$ cat config.mk
export PLATFORM = sky130hd
export DESIGN_NAME = cdep_acceptor
export DESIGN_NICKNAME = d
export VERILOG_FILES = /design/src/rtl/cdep_pkg.sv /design/src/rtl/cdep_tgt_track.sv /design/src/rtl/cdep_id_table.sv /design/src/rtl/cdep_acceptor.sv
export SDC_FILE = /design/constraint.sdc
export NUM_CORES = 1
export LEC_CHECK = 0
export ABC_AREA = 1
export BUFFER_PORTS_ARGS = -buffer_cell sky130_fd_sc_hd__buf_2
export CAP_MARGIN = 10
export CORE_MARGIN = 5
export CORE_UTILIZATION = 30
export DETAILED_ROUTE_END_ITERATION = 8
export REMOVE_ABC_BUFFERS = 1
export SKIP_CTS_REPAIR_TIMING = 1
export SLEW_MARGIN = 10
export SYNTH_ARGS = -nofsm -noshare
export SYNTH_HDL_FRONTEND = slang
export SYNTH_SLANG_ARGS = --single-unit
export TNS_END_PERCENT = 50
$ cat constraint.sdc
create_clock -name clk -period 2.96 [get_ports clk]
set_input_delay 0.296 -clock clk [delete_from_list [all_inputs] [get_ports clk]]
set_output_delay 0.296 -clock clk [all_outputs]
set_load 0.02 [all_outputs]
$ cat src/rtl/cdep_pkg.sv
package cdep_pkg;

   typedef enum logic [1:0] {
      CD_SINGLE = 2'd0,
      CD_UNIQUE = 2'd1,
      CD_HYBRID = 2'd2
   } cdep_scheme_e;

endpackage

$ cat src/rtl/cdep_tgt_track.sv
module cdep_tgt_track #(
   parameter int TGT_W = 2,
   parameter int CNT_W = 2
) (
   input  logic             clk,
   input  logic             rst_n,
   input  logic             take,
   input  logic [TGT_W-1:0] take_tgt,
   input  logic             retire,
   input  logic [TGT_W-1:0] req_tgt,
   output logic [CNT_W-1:0] cnt,
   output logic             tgt_match
);

   logic [CNT_W-1:0] cnt_q;
   logic [TGT_W-1:0] tgt_q;
   logic             dec;

   assign dec       = retire && (cnt_q != '0);
   assign cnt       = cnt_q;
   assign tgt_match = (tgt_q == req_tgt);

   always_ff @(posedge clk) begin
      if (!rst_n) begin
         cnt_q <= '0;
         tgt_q <= '0;
      end else begin
         case ({take, dec})
            2'b10:   cnt_q <= cnt_q + CNT_W'(1);
            2'b01:   cnt_q <= cnt_q - CNT_W'(1);
            default: cnt_q <= cnt_q;
         endcase
         if (take && (cnt_q == '0))
            tgt_q <= take_tgt;
      end
   end

endmodule

$ cat src/rtl/cdep_id_table.sv
module cdep_id_table #(
   parameter int ID_W  = 3,
   parameter int TGT_W = 2,
   parameter int DEPTH = 4,
   parameter int CNT_W = 3
) (
   input  logic             clk,
   input  logic             rst_n,
   input  logic             take,
   input  logic [ID_W-1:0]  take_id,
   input  logic [TGT_W-1:0] take_tgt,
   input  logic             retire,
   input  logic [ID_W-1:0]  retire_id,
   input  logic [ID_W-1:0]  req_id,
   input  logic [TGT_W-1:0] req_tgt,
   output logic [CNT_W-1:0] cnt,
   output logic             id_hit,
   output logic             tgt_uniform
);

   logic [DEPTH-1:0] vld;
   logic [ID_W-1:0]  ent_id  [DEPTH];
   logic [TGT_W-1:0] ent_tgt [DEPTH];
   logic [DEPTH-1:0] rsp_match;
   logic [DEPTH-1:0] req_match;
   logic [DEPTH-1:0] tgt_diff;
   logic [DEPTH-1:0] empty_v;
   logic [DEPTH-1:0] alloc_oh;
   logic [DEPTH-1:0] free_oh;

   for (genvar i = 0; i < DEPTH; i++) begin : g_ent
      assign rsp_match[i] = vld[i] && (ent_id[i] == retire_id);
      assign req_match[i] = vld[i] && (ent_id[i] == req_id);
      assign tgt_diff[i]  = vld[i] && (ent_tgt[i] != req_tgt);

      always_ff @(posedge clk) begin
         if (!rst_n) begin
            vld[i]     <= 1'b0;
            ent_id[i]  <= '0;
            ent_tgt[i] <= '0;
         end else if (take && alloc_oh[i]) begin
            vld[i]     <= 1'b1;
            ent_id[i]  <= take_id;
            ent_tgt[i] <= take_tgt;
         end else if (retire && free_oh[i]) begin
            vld[i]     <= 1'b0;
         end
      end
   end

   assign empty_v  = ~vld;
   assign alloc_oh = empty_v & (~empty_v + DEPTH'(1));
   assign free_oh  = rsp_match & (~rsp_match + DEPTH'(1));

   assign id_hit      = |req_match;
   assign tgt_uniform = ~|tgt_diff;

   always_comb begin
      cnt = '0;
      for (int i = 0; i < DEPTH; i++)
         cnt = cnt + CNT_W'(vld[i]);
   end

endmodule

$ cat src/rtl/cdep_acceptor.sv
module cdep_acceptor
   import cdep_pkg::*;
#(
   parameter cdep_scheme_e SCHEME  = CD_HYBRID,
   parameter int           ID_W    = 3,
   parameter int           TGT_W   = 2,
   parameter int           MAX_OUT = 4,
   localparam int          IDW_P   = (ID_W > 0) ? ID_W : 1
) (
   input  logic             clk,
   input  logic             rst_n,
   input  logic             req_valid,
   input  logic [IDW_P-1:0] req_id,
   input  logic [TGT_W-1:0] req_tgt,
   input  logic             acc_fire,
   input  logic             rsp_done,
   input  logic [IDW_P-1:0] rsp_id,
   output logic             req_ready,
   output logic             cfg_err
);

   localparam int   CNT_W   = $clog2(MAX_OUT + 1);
   localparam logic NEED_ID = (SCHEME != CD_SINGLE);
   localparam logic BAD_CFG = NEED_ID && (ID_W == 0);
   localparam logic USE_TGT = (SCHEME != CD_UNIQUE);
   localparam logic USE_ID  = (SCHEME != CD_SINGLE);

   if (MAX_OUT < 1) begin : g_bad_depth
      $error("cdep_acceptor: MAX_OUT must be at least 1");
   end
   if (TGT_W < 1) begin : g_bad_tgt
      $error("cdep_acceptor: TGT_W must be at least 1");
   end

   logic             take;
   logic [CNT_W-1:0] occ_cnt;
   logic             same_tgt;
   logic             id_hit;
   logic             rule_ok;

   assign take = acc_fire && req_valid;

   if (SCHEME == CD_SINGLE) begin : g_single
      logic unused_ids;
      assign unused_ids = ^{req_id, rsp_id};
      assign id_hit     = 1'b1;

      cdep_tgt_track #(
         .TGT_W (TGT_W),
         .CNT_W (CNT_W)
      ) u_track (
         .clk       (clk),
         .rst_n     (rst_n),
         .take      (take),
         .take_tgt  (req_tgt),
         .retire    (rsp_done),
         .req_tgt   (req_tgt),
         .cnt       (occ_cnt),
         .tgt_match (same_tgt)
      );
   end else begin : g_table
      cdep_id_table #(
         .ID_W  (IDW_P),
         .TGT_W (TGT_W),
         .DEPTH (MAX_OUT),
         .CNT_W (CNT_W)
      ) u_table (
         .clk         (clk),
         .rst_n       (rst_n),
         .take        (take),
         .take_id     (req_id),
         .take_tgt    (req_tgt),
         .retire      (rsp_done),
         .retire_id   (rsp_id),
         .req_id      (req_id),
         .req_tgt     (req_tgt),
         .cnt         (occ_cnt),
         .id_hit      (id_hit),
         .tgt_uniform (same_tgt)
      );
   end

   assign rule_ok = (occ_cnt == '0)
                  || (USE_TGT && same_tgt)
                  || (USE_ID && !id_hit);

   assign cfg_err   = BAD_CFG;
   assign req_ready = !BAD_CFG && (occ_cnt < CNT_W'(MAX_OUT)) && rule_ok;

endmodule

Word-level counts from Yosys, hierarchy flattened. Memory sizes are Yosys's and may differ from the RTL's. Cells that the tools add are included.

Input bits: 13. Memories kept: 2. Register bits: 4. Latch bits: 0. RAM bits: 20. Bits in read-only memories: 0.

Memory list: g_table.u_table.ent_id (words 4, bits a word 3, read ports 4, clocked after Yosys merged registers in 0, wr ports 4, RTL line cdep_id_table.sv:22) `logic [ID_W-1:0] ent_id [DEPTH];`; g_table.u_table.ent_tgt (words 4, bits a word 2, read ports 4, clocked after Yosys merged registers in 0, wr ports 4, RTL line cdep_id_table.sv:23) `logic [TGT_W-1:0] ent_tgt [DEPTH];`.

Bitwise operators: 13. Divide/modulo/power cells: 0. Multiplexer cells: 29. Equality and inequality tests: 12. Multiply operators: 0. Add/sub/neg operators: 5. Shift-type cells: 0. Order comparisons: 1. Reduce and logical (&&, ||, !) cells: 33.

Operators with widths (number): 3-bit equality test (8); 1-bit logical AND (22); 1-bit two-way mux (21); 3-bit two-way mux (4); 4-bit NOT (3); 4-bit by 1-bit adder with 4-bit output (second input constant) (2); 4-bit bitwise AND (2); 2-bit two-way mux (4); 2-bit inequality test (4); 1-bit OR (8); 2-bit nonzero test (4); 4-bit OR reduction (2); 3-bit by 1-bit adder with 3-bit output (2); 3-bit zero test (1); 3-bit < comparator (second input constant) (1); 1-bit by 1-bit adder with 2-bit output (1); 1-bit zero test (2); 1-bit logical OR (2).

Longest topological paths before layout. Gate-level depths: netlist of run 1.

Depth in word-level cells: 9. Gate-level depth with buffers: 10.

Hierarchy. Synthesis of run 1 repeated with hierarchy kept, for this count alone.

Cells, all modules: 229. Area total of the unflattened synthesis: 1650.3 µm².

Modules (own cells, without submodules): cdep_id_table (area an instance 1612.8 µm², seq. area each 680.7 µm², times used 1, cells an instance 220); cdep_acceptor (area an instance 37.5 µm², seq. area each 0.0 µm², times used 1, cells an instance 9).

Worst setup path before layout of run 1. Ideal clock, no wire load.

Kind: reg2out. Start point: register g_table.u_table.vld[1]. End point: output port req_ready. Buffers on the path: 0. Cell stages (with the launch flop): 9. Arrival time: 1924 ps. Setup slack: 740 ps. Cell sequence: dfxtp_1 -> inv_1 -> ha_1 -> inv_1 -> fa_1 -> ha_1 -> nor2_1 -> nor2_1 -> a21oi_1.

Cells in the longest elaborated chain, start to end: 7. Elaborated cells between the ends (all ways): 14. Those cells by class: 3 x add/sub; 1 x order compare; 10 x reduce/logical.

RTL lines: start: declaration (RTL line cdep_id_table.sv:21) `logic [DEPTH-1:0] vld;`; start signal: indexed assignment (RTL line cdep_id_table.sv:38) `vld[i] <= 1'b0;`; start signal: indexed assignment (RTL line cdep_id_table.sv:42) `vld[i] <= 1'b1;`; start signal: indexed assignment (RTL line cdep_id_table.sv:46) `vld[i] <= 1'b0;`; branches (longest 6 deep; another with 3-bit by 1-bit adder with 3-bit output); 1-bit logical AND * (RTL line cdep_acceptor.sv:88) `assign req_ready = !BAD_CFG && (occ_cnt < CNT_W'(MAX_OUT)) && rule_ok;`; end: declaration (RTL line cdep_acceptor.sv:18) `output logic req_ready,`.

Mark *: on every way between the ends.

Worst setup path in the final report of run 1. Ends and elaborated chain as after synthesis.

==> run metrics, run 1 <==
Mapped Area=between 1500 and 2000 sq um; crit path max fanout=6; GRT Total Usage=a little under an eighth; endpoints failing hold=0; max frequency=just under 400 MHz; Port Buf Inserts=13; Pwr Density=approximately 440 nW/um^2; fin util=34.8%; floorplan core area=5070 sq um; Synth cell types=24; First DRT Iteration DRCs=roughly 100; Max-slew headroom=a little over two fifths; Worst EP arrival=2280 ps; GPL Wtd Cong=slightly above 0.9; Ant. Diodes=0; via count=roughly 1300; worst-path cell chain=inv_1, ha_1, inv_1, fa_1, ha_1, nor2_1, nor2_1, a21oi_1, buf_2; Leak Pwr=roughly 0.00085 uW; die area=a little under 7000 sq um; width of the die=around 82 um; post-synthesis register bit count=24; final setup vio count=0; drt drc=0; vias in the first global route=around 1300; Clock Sinks=24; r2r setup slk=about 1200 ps; total power=between 700 and 800 uW; Final #Nets=~250; WL/cell=11.8 um; slowest cell delay on critical path=approximately 430 ps; row count=26; CP required=around 2700 ps; DPL Wire Length=2860 um; grt total ovfl=0; clk_lat worst skew=roughly 270 ps; worst slew pin tran=about 840 ps; Setup TNS Final=0 ps; sequential area share after synthesis=between 40 and 50%; H-tree levels=1; Startpoint Class=register; Setup crit end kind=output port; Crit path max-delay family=adder cells; Period Utilization, post-route=86.9%; Hold WC Path Type=in2reg; WL final=between 3000 and 4000 um; largest net degree at the start of global routing=15; RSZ-0062 raised after global routing=false; Num CTS Buffers=3; fraction of layout cells with a size suffix above 1=a little under an eighth; Ports=15; first-pass GRT wire length=6070 um; YS warnings=0; clk root buf=clkbuf_8; CTS clk-pin slew, worst paths=roughly 90 ps; maximum clock path buffer count=2; Synth Area per Inst=between 7 and 8 sq um; Crit-path slowest cell=dfxtp_1; CP bufs+invs=3; VDD IR-drop max=157 uV; Detailed Routing Iterations Pass 1=4; Worst Skew=13.6 ps; outcome=completed; Mapped Cells=216; Min Clock Period, post-route=approximately 2600 ps; CTS tree=yes; post-route antenna net violation count=0; Die Ht=~82 um; kind of critical path=reg2out; Avg Vias per Cell=4.40; Initial Utilization=between 30% and 40%; Slew Limit Fails=0; initial antenna violation count=0; layout overhead on the synthesized area=13.6%; max-cap viol count=0
[cell usage in the layout, fill, tap and decap left out, types with 4 or more instances in the layout]
cell / Yosys / layout
dfxtp_1: 4 / 4
nand3_1: 10 / 10
inv_1: 27 / 27
edfxtp_1: 20 / 20
buf_2: 1 / 13
inv_2: 8 / 8
nand2_1: 79 / 79
nor2_1: 32 / 32
o21ai_0: 5 / 5
a21oi_1: 4 / 4
xnor2_1: 6 / 6
[flip-flops by register name (all words and copies together) (netlist names)]
| name | flops |
|---|---|
| g_table.u_table.ent_id | 12 |
| g_table.u_table.ent_tgt | 8 |
| g_table.u_table.vld | 4 |
[metal layers]
layer	GRT usage [%]	vias to the layer above	share of wire, %
met5	0	-	0
met4	3.49	0	1.2
met3	1.97	5	3.7
met2	20.0	26	48
met1	15.8	594	47
li1	-	698	-
[worst paths after layout]
check                           cells past startpoint                      endpoint                    from
worst max-delay path                                9                     req_ready  g_table.u_table.vld[1]
worst min-delay path                                4        g_table.u_table.vld[2]                rsp_done
worst max register to register                      3  g_table.u_table.ent_id[2][1]  g_table.u_table.vld[0]
worst min register to register                      2        g_table.u_table.vld[1]  g_table.u_table.vld[1]
[power breakdown]
part           internal, uW  total [uW]  switching (uW)
clock network           181         290             109
logic                  33.1        96.0            62.9
registers               380         392            11.9
total                   594         778             184
[cell usage after synthesis]
cell type	count	area, sq um
a21oi_1	4	20.0
buf_2	1	5.00
buf_4	1	7.51
conb_1	1	3.75
dfxtp_1	4	80.1
edfxtp_1	20	601
fa_1	1	20.0
ha_1	3	37.5
inv_1	27	101
inv_2	8	30.0
nand2_1	79	297
nand2b_1	1	6.26
nand3_1	10	50.1
nand4_1	2	12.5
nor2_1	32	120
nor3_1	2	10.0
nor3_2	1	10.0
nor4_2	1	12.5
o211ai_1	2	15.0
o21ai_0	5	25.0
o21ai_1	1	5.00
o21bai_1	1	7.51
xnor2_1	6	52.6
xor2_1	3	26.3
[layout make-up]
class / instances / area [sq um]
fill: 566 / 3310
multi-input combinational: 155 / 731
sequential: 24 / 681
inverter: 35 / 131
tap: 70 / 87.6
timing repair buffer: 13 / 65.1
clock buffer: 3 / 41.3
clock inverter: 1 / 30.0
[tightest hold or removal path, stage by stage]
cell and delay, ps:
buf_2 130, nand2_1 60, o21bai_1 70, nand2_1 50
[cells by family (layout without fill, tap and decap cells)]
kind of cell	after synthesis	count (layout)	synth area share [%]
AND/OR/NAND/NOR	128	128	33.3
buffers and inverters	37	52	9.25
flip-flops	24	24	43.8
AO/OA/AOI/OAI	13	13	4.67
XOR/XNOR	9	9	5.07
adder cells (fa/ha/maj)	4	4	3.70
other	1	1	0.241
[metrics by stage]
stage / hold WS [ps] / area [sq um] / setup WS, ps / instances
6_report: 355 / 1770 / 389 / 301
5_1_grt: 387 / 1770 / 255 / 301
4_1_cts: 367 / 1770 / 378 / 301
3_5_place_dp: 539 / 1700 / 695 / 297
3_3_place_gp: 525 / 1700 / 753 / 297
2_1_floorplan: 430 / 1540 / 740 / 214
No activity file was read; power rests on OpenSTA's default activity.
==> inputs of run 2 (changes only) <==
--- a/config.mk
+++ b/config.mk
@@ -8,11 +8,13 @@
 export ABC_AREA = 1
 export BUFFER_PORTS_ARGS = -buffer_cell sky130_fd_sc_hd__buf_2
 export CAP_MARGIN = 10
+export CELL_PAD_IN_SITES_DETAIL_PLACEMENT = 0
+export CELL_PAD_IN_SITES_GLOBAL_PLACEMENT = 1
 export CORE_MARGIN = 5
 export CORE_UTILIZATION = 30
 export DETAILED_ROUTE_END_ITERATION = 8
+export PLACE_DENSITY_LB_ADDON = 0.1
 export REMOVE_ABC_BUFFERS = 1
-export SKIP_CTS_REPAIR_TIMING = 1
 export SLEW_MARGIN = 10
 export SYNTH_ARGS = -nofsm -noshare
 export SYNTH_HDL_FRONTEND = slang
==> run 2 against run 1 <==
Design area increased by 0.43%. Highest routed layer unchanged. Largest power group unchanged. Final cell count rose by 0.33%. Worst setup slack better by 16 ps. Count of clock-buffer cells in the layout stayed put. Core utilization up 0.15 points. Die area is the same. Clock power about the same. Clock skew shrank 11 ps. Combinational power grew 4%.
==> run metrics, run 2 (synthesis gave the netlist of run 1 again) <==
outcome=completed; Startpoint Class=register; Ports=15 (unchanged); Seq pwr share=50.2% (about the same); Largest regs=g_table.u_table.ent_id x12, g_table.u_table.ent_tgt x8, g_table.u_table.vld x4; Period Utilization, post-route=86.3% (-0.55 points); GRT Total Usage=13.9% (+1.9 points); Worst Skew=2.22 ps (-11.4 ps); clk root buf=clkbuf_8; worst r2r path cells=4 (+1); vias in the first global route=1293 (+0.31%); fin util=35.0% (+0.15 points); CTS clk-pin slew, worst paths=90 ps (about the same); Min Clock Period, post-route=2550 ps (-16.2 ps); Port Buf Inserts=13 (unchanged); Hold Crit Depth=4 (unchanged); WL/cell=13.6 um (+15%); RSZ-0062 raised after global routing=false; H-tree levels=1 (unchanged); hold buffers post-CTS=0; Die Ht=82 um (unchanged); first-pass GRT wire length=6760 um (+11%); total internal power=594 uW (about the same); initial antenna violation count=0 (unchanged); Biggest register=g_table.u_table.ent_id; Placed Area=1700 sq um (+0.44%); drt drc=0 (unchanged); Hold WC Path Type=in2reg; CTS tree=yes; Pwr Density=440 nW/um^2 (about the same); Min Hold Slack=363 ps (+7.21 ps); maximum clock path buffer count=2 (unchanged); floorplan core area=5070 sq um (unchanged); final setup vio count=0 (unchanged); layout overhead on the synthesized area=14.1%; Max-slew headroom=41.9% (-1.6 points); Detailed Routing Iterations Pass 1=5 (+1); First DRT Iteration DRCs=74 (-24%); postcts setup bufs=0; Final #Nets=250 (+0.40%); Clock Sinks=24 (unchanged); Setup crit end kind=output port; GPL Wtd Cong=0.746 (-20%); endpoints failing hold=0 (unchanged); max reg flops=12 (unchanged); post-CTS resize count=0; commonest non-fill, non-tap cell in the layout=nand2_1; max-cap viol count=0 (unchanged); Setup TNS Final=0 ps (unchanged); width of the die=82 um (unchanged); most frequent cells in the layout=nand2_1 (79), nor2_1 (32), inv_1 (27), edfxtp_1 (20), buf_2 (13); Sw Pwr=187 uW (+1.3%); Avg Vias per Cell=4.33 (-1.5%); clk_lat worst skew=270 ps (about the same); worst slew pin tran=863 ps (+24.5 ps); fraction of layout cells with a size suffix above 1=12.1% (+0.38 points); Worst EP arrival=2260 ps (-20 ps); multi-input logic area=731 sq um (unchanged); crit path max fanout=6 (unchanged); via count=1307 (-1.2%); Ant. Diodes=0 (unchanged); max frequency=391 MHz (+0.63%); grt total ovfl=0 (unchanged); row count=26 (unchanged); Sw Ratio=23.9% (+0.22 points); Slew Limit Fails=0 (unchanged); register cell area after layout=681 sq um (unchanged); post-route cell area=1770 sq um (+0.43%); VDD IR-drop max=383 uV (+140%); DPL Wire Length=3270 um (+15%); post-route antenna net violation count=0 (unchanged); Fillers=598 (+5.7%); Initial Utilization=30.6% (unchanged); WL final=4120 um (+16%); CP required=2660 ps (about the same); kind of critical path=reg2out; largest net degree at the start of global routing=15 (unchanged); Comb power frac=12.8% (+0.5 points); die area=6720 sq um (unchanged); Num CTS Buffers=3 (unchanged); Leak Pwr=0.000851 uW (+0.57%); clock power share=36.9% (-0.4 points)
## run 2: changes by cell type in the layout (fill, tap and decap cells not counted)
cell   delta
buf_4     +1
## run 2: power by group through the flow
stage          Clock, uW  Combinational [uW]  Sequential, uW
2_1_floorplan          0                62.0             396
4_1_cts              300                 102             392
3_3_place_gp           0                 104             400
3_5_place_dp           0                 102             400
6_report             288                 100             392
5_1_grt              315                 116             394
## run 2: final cells by class
class	instances	area share [%]
clock buffer	3	2.33
sequential	24	38.4
inverter	35	7.40
tap	70	4.94
timing repair buffer	14	4.09
multi-input combinational	155	41.2
clock inverter	1	1.69
## run 2: per-stage QoR
stage / setup slack, ps / total power, uW / instances
4_1_cts: 386 / 794 / 302
2_1_floorplan: 740 / 458 / 214
5_1_grt: 287 / 825 / 302
6_report: 405 / 781 / 302
3_5_place_dp: 697 / 502 / 298
3_3_place_gp: 742 / 504 / 298
## run 2: path summary, 6_finish.rpt
path | from | end | slack [ps]
hold reg to reg | g_table.u_table.vld[1] | g_table.u_table.vld[1] | 550
setup / recovery | g_table.u_table.vld[1] | req_ready | 410
hold / removal | rsp_done | g_table.u_table.vld[0] | 360
setup reg to reg | g_table.u_table.vld[0] | g_table.u_table.ent_id[2][2] | 1260
## run 2: routing by layer
layer / track usage (%) / up-vias / share of wire, %
met2: 22.3 / 15 / 47
met1: 19.4 / 590 / 49
met3: 2.74 / 2 / 3.3
met5: 0 / - / 0
met4: 2.49 / 0 / 0.61
li1: - / 700 / -
## run 2: worst max-delay path, stage by stage (launching register included)
cell and delay, ps:
dfxtp_1 420, inv_1 80, ha_1 280, inv_1 50, fa_1 420, ha_1 300
nor2_1 110, nor2_1 50, a21oi_1 110, buf_2 180
==> inputs of run 3 (changes only) <==
--- a/config.mk
+++ b/config.mk
@@ -10,7 +10,7 @@
 export CAP_MARGIN = 10
 export CELL_PAD_IN_SITES_DETAIL_PLACEMENT = 0
 export CELL_PAD_IN_SITES_GLOBAL_PLACEMENT = 1
-export CORE_MARGIN = 5
+export CORE_MARGIN = 2
 export CORE_UTILIZATION = 30
 export DETAILED_ROUTE_END_ITERATION = 8
 export PLACE_DENSITY_LB_ADDON = 0.1
==> run 3 against run 2 <==
First-iteration DRC count rose by 36%. Design area fell by 0.42%. Sequential power about the same. Via count rose by 0.54%. Non-clock buffer count is 1 lower. Flip-flop and latch count unchanged. Clock skew grew 2.4 ps. Critical endpoint unchanged. Largest cell class unchanged. Largest power group unchanged.
==> run metrics, run 3 (synthesis gave the netlist of run 1 again) <==
outcome=completed; kind of critical path=reg2out; Startpoint Class=register; grt total ovfl=0 (unchanged); Die Ht=76 um (-7.3%); layout overhead on the synthesized area=13.6%; die area=5780 sq um (-14%); Num CTS Buffers=3 (unchanged); Hold WC Path Type=in2reg; Biggest register=g_table.u_table.ent_id; endpoints failing hold=0 (unchanged); Worst EP arrival=2220 ps (-40 ps); GRT Total Usage=14.9% (+1.1 points); Leak Pwr=0.000846 uW (-0.56%); fraction of layout cells with a size suffix above 1=11.7% (-0.38 points); CP required=2660 ps (about the same); PnR worst setup slack=441 ps (+35.6 ps); hold buffers post-CTS=0 (unchanged); postcts setup bufs=0 (unchanged); Placed Area=1700 sq um (-0.44%); Setup TNS Final=0 ps (unchanged); H-tree levels=1 (unchanged); via count=1314 (+0.54%); WL final=4010 um (-2.7%); width of the die=76 um (-7.3%); final setup vio count=0 (unchanged); Slew Limit Fails=0 (unchanged); post-CTS resize count=0 (unchanged); worst hold start=rsp_done; CTS tree=yes; first-pass GRT wire length=6620 um (-2.1%); GR Util met2=23.5% (+1.2 points); FF-to-FF End=g_table.u_table.ent_id[2][0]; Post-Place Worst Slack=736 ps (+39.1 ps); M1 GR Usage=21.4% (+2.0 points); Port Buf Inserts=13 (unchanged); Final #Nets=249 (-0.40%); Setup crit end kind=output port; Avg Vias per Cell=4.37 (+0.87%); First DRT Iteration DRCs=101 (+36%); maximum clock path buffer count=2 (unchanged); VDD IR-drop max=256 uV (-33%); r2r setup slk=1130 ps (-130 ps); worst r2r path cells=3 (-1); clk_lat worst skew=270 ps (about the same); Hold Crit Endpoint=g_table.u_table.vld[2]; CTS clk-pin slew, worst paths=90 ps (about the same); Hold Crit Depth=4 (unchanged); most frequent cells in the layout=nand2_1 (79), nor2_1 (32), inv_1 (27), edfxtp_1 (20), buf_2 (13); GPL Wtd Cong=0.778 (+4.3%); floorplan core area=5040 sq um (-0.64%); crit path max fanout=6 (unchanged); Worst Skew=4.66 ps (+2.44 ps); initial antenna violation count=0 (unchanged); GR peak layer=met2; commonest non-fill, non-tap cell in the layout=nand2_1; Max-slew headroom=42.0% (+0.18 points); row count=26 (unchanged); met3 Usage GRT=3.44% (+0.69 points); max frequency=397 MHz (+1.4%); Period Utilization, post-route=85.1% (-1.2 points); Ant. Diodes=0 (unchanged); Largest regs=g_table.u_table.ent_id x12, g_table.u_table.ent_tgt x8, g_table.u_table.vld x4; vias in the first global route=1243 (-3.9%); Initial Utilization=30.8% (+0.20 points); Ports=15 (unchanged); worst flop-to-flop path startpoint=g_table.u_table.vld[0]; Detailed Routing Iterations Pass 1=4 (-1); worst slew pin tran=860 ps (-2.70 ps); Min Clock Period, post-route=2520 ps (-35.6 ps); drt drc=0 (unchanged); largest net degree at the start of global routing=15 (unchanged); DPL Wire Length=3160 um (-3.5%); fin util=35.0% (+0.077 points); clk root buf=clkbuf_8; Clock Sinks=24 (unchanged); RSZ-0062 raised after global routing=false; Pwr Density=442 nW/um^2 (+0.43%); max reg flops=12 (unchanged); post-route cell area=1770 sq um (-0.42%); post-route antenna net violation count=0 (unchanged); WL/cell=13.3 um (-2.4%); total power=781 uW (about the same); max-cap viol count=0 (unchanged)
## run 3: cell types whose count changed in the layout (fill, tap and decap cells not counted)
cell | previous run | this run
buf_4 | 1 | 0
## run 3: critical path: stages, from the launching register on
cell     delay (ps)
dfxtp_1         420
inv_1            80
ha_1            270
inv_1            50
fa_1            410
ha_1            300
nor2_1          100
nor2_1           50
a21oi_1         100
buf_2           170
## run 3: where the power goes
part,switching (uW),internal [uW],total [uW]
clock network,109,181,290
registers,13.6,380,393
logic,64.8,33.0,97.8
## run 3: how the worst max path moves through the flow
stage | from | end | slack, ps | cells past startpoint
5_1_grt | g_table.u_table.vld[1] | req_ready | 270 | 9
3_5_place_dp | g_table.u_table.vld[1] | req_ready | 740 | 9
2_1_floorplan | g_table.u_table.vld[1] | req_ready | 740 | 8
4_1_cts | g_table.u_table.vld[1] | req_ready | 420 | 9
6_report | g_table.u_table.vld[1] | req_ready | 440 | 9
3_3_place_gp | g_table.u_table.vld[1] | req_ready | 750 | 9
## run 3: per-stage QoR
step	std cells	hold slack (ps)
final	301	350
after global routing	301	372
after CTS	301	354
after detailed placement	297	531
after global placement	297	523
after floorplan	214	430
## run 3: final cells by class
type | instances | area, sq um
Sequential cell | 24 | 681
Clock inverter | 1 | 30.0
Inverter | 35 | 131
Multi-Input combinational cell | 155 | 731
Clock buffer | 3 | 41.3
Tap cell | 70 | 87.6
Fill cell | 565 | 3280
Timing Repair Buffer | 13 | 65.1
## run 3: layer usage
metal  part of all wire [%]  routed length [um]  up-vias
met5                      0                   0        -
met4                    1.2                  50        0
met3                    3.0                 120        4
met2                     45                1810       20
met1                     50                2020      593
li1                       -                   -      697
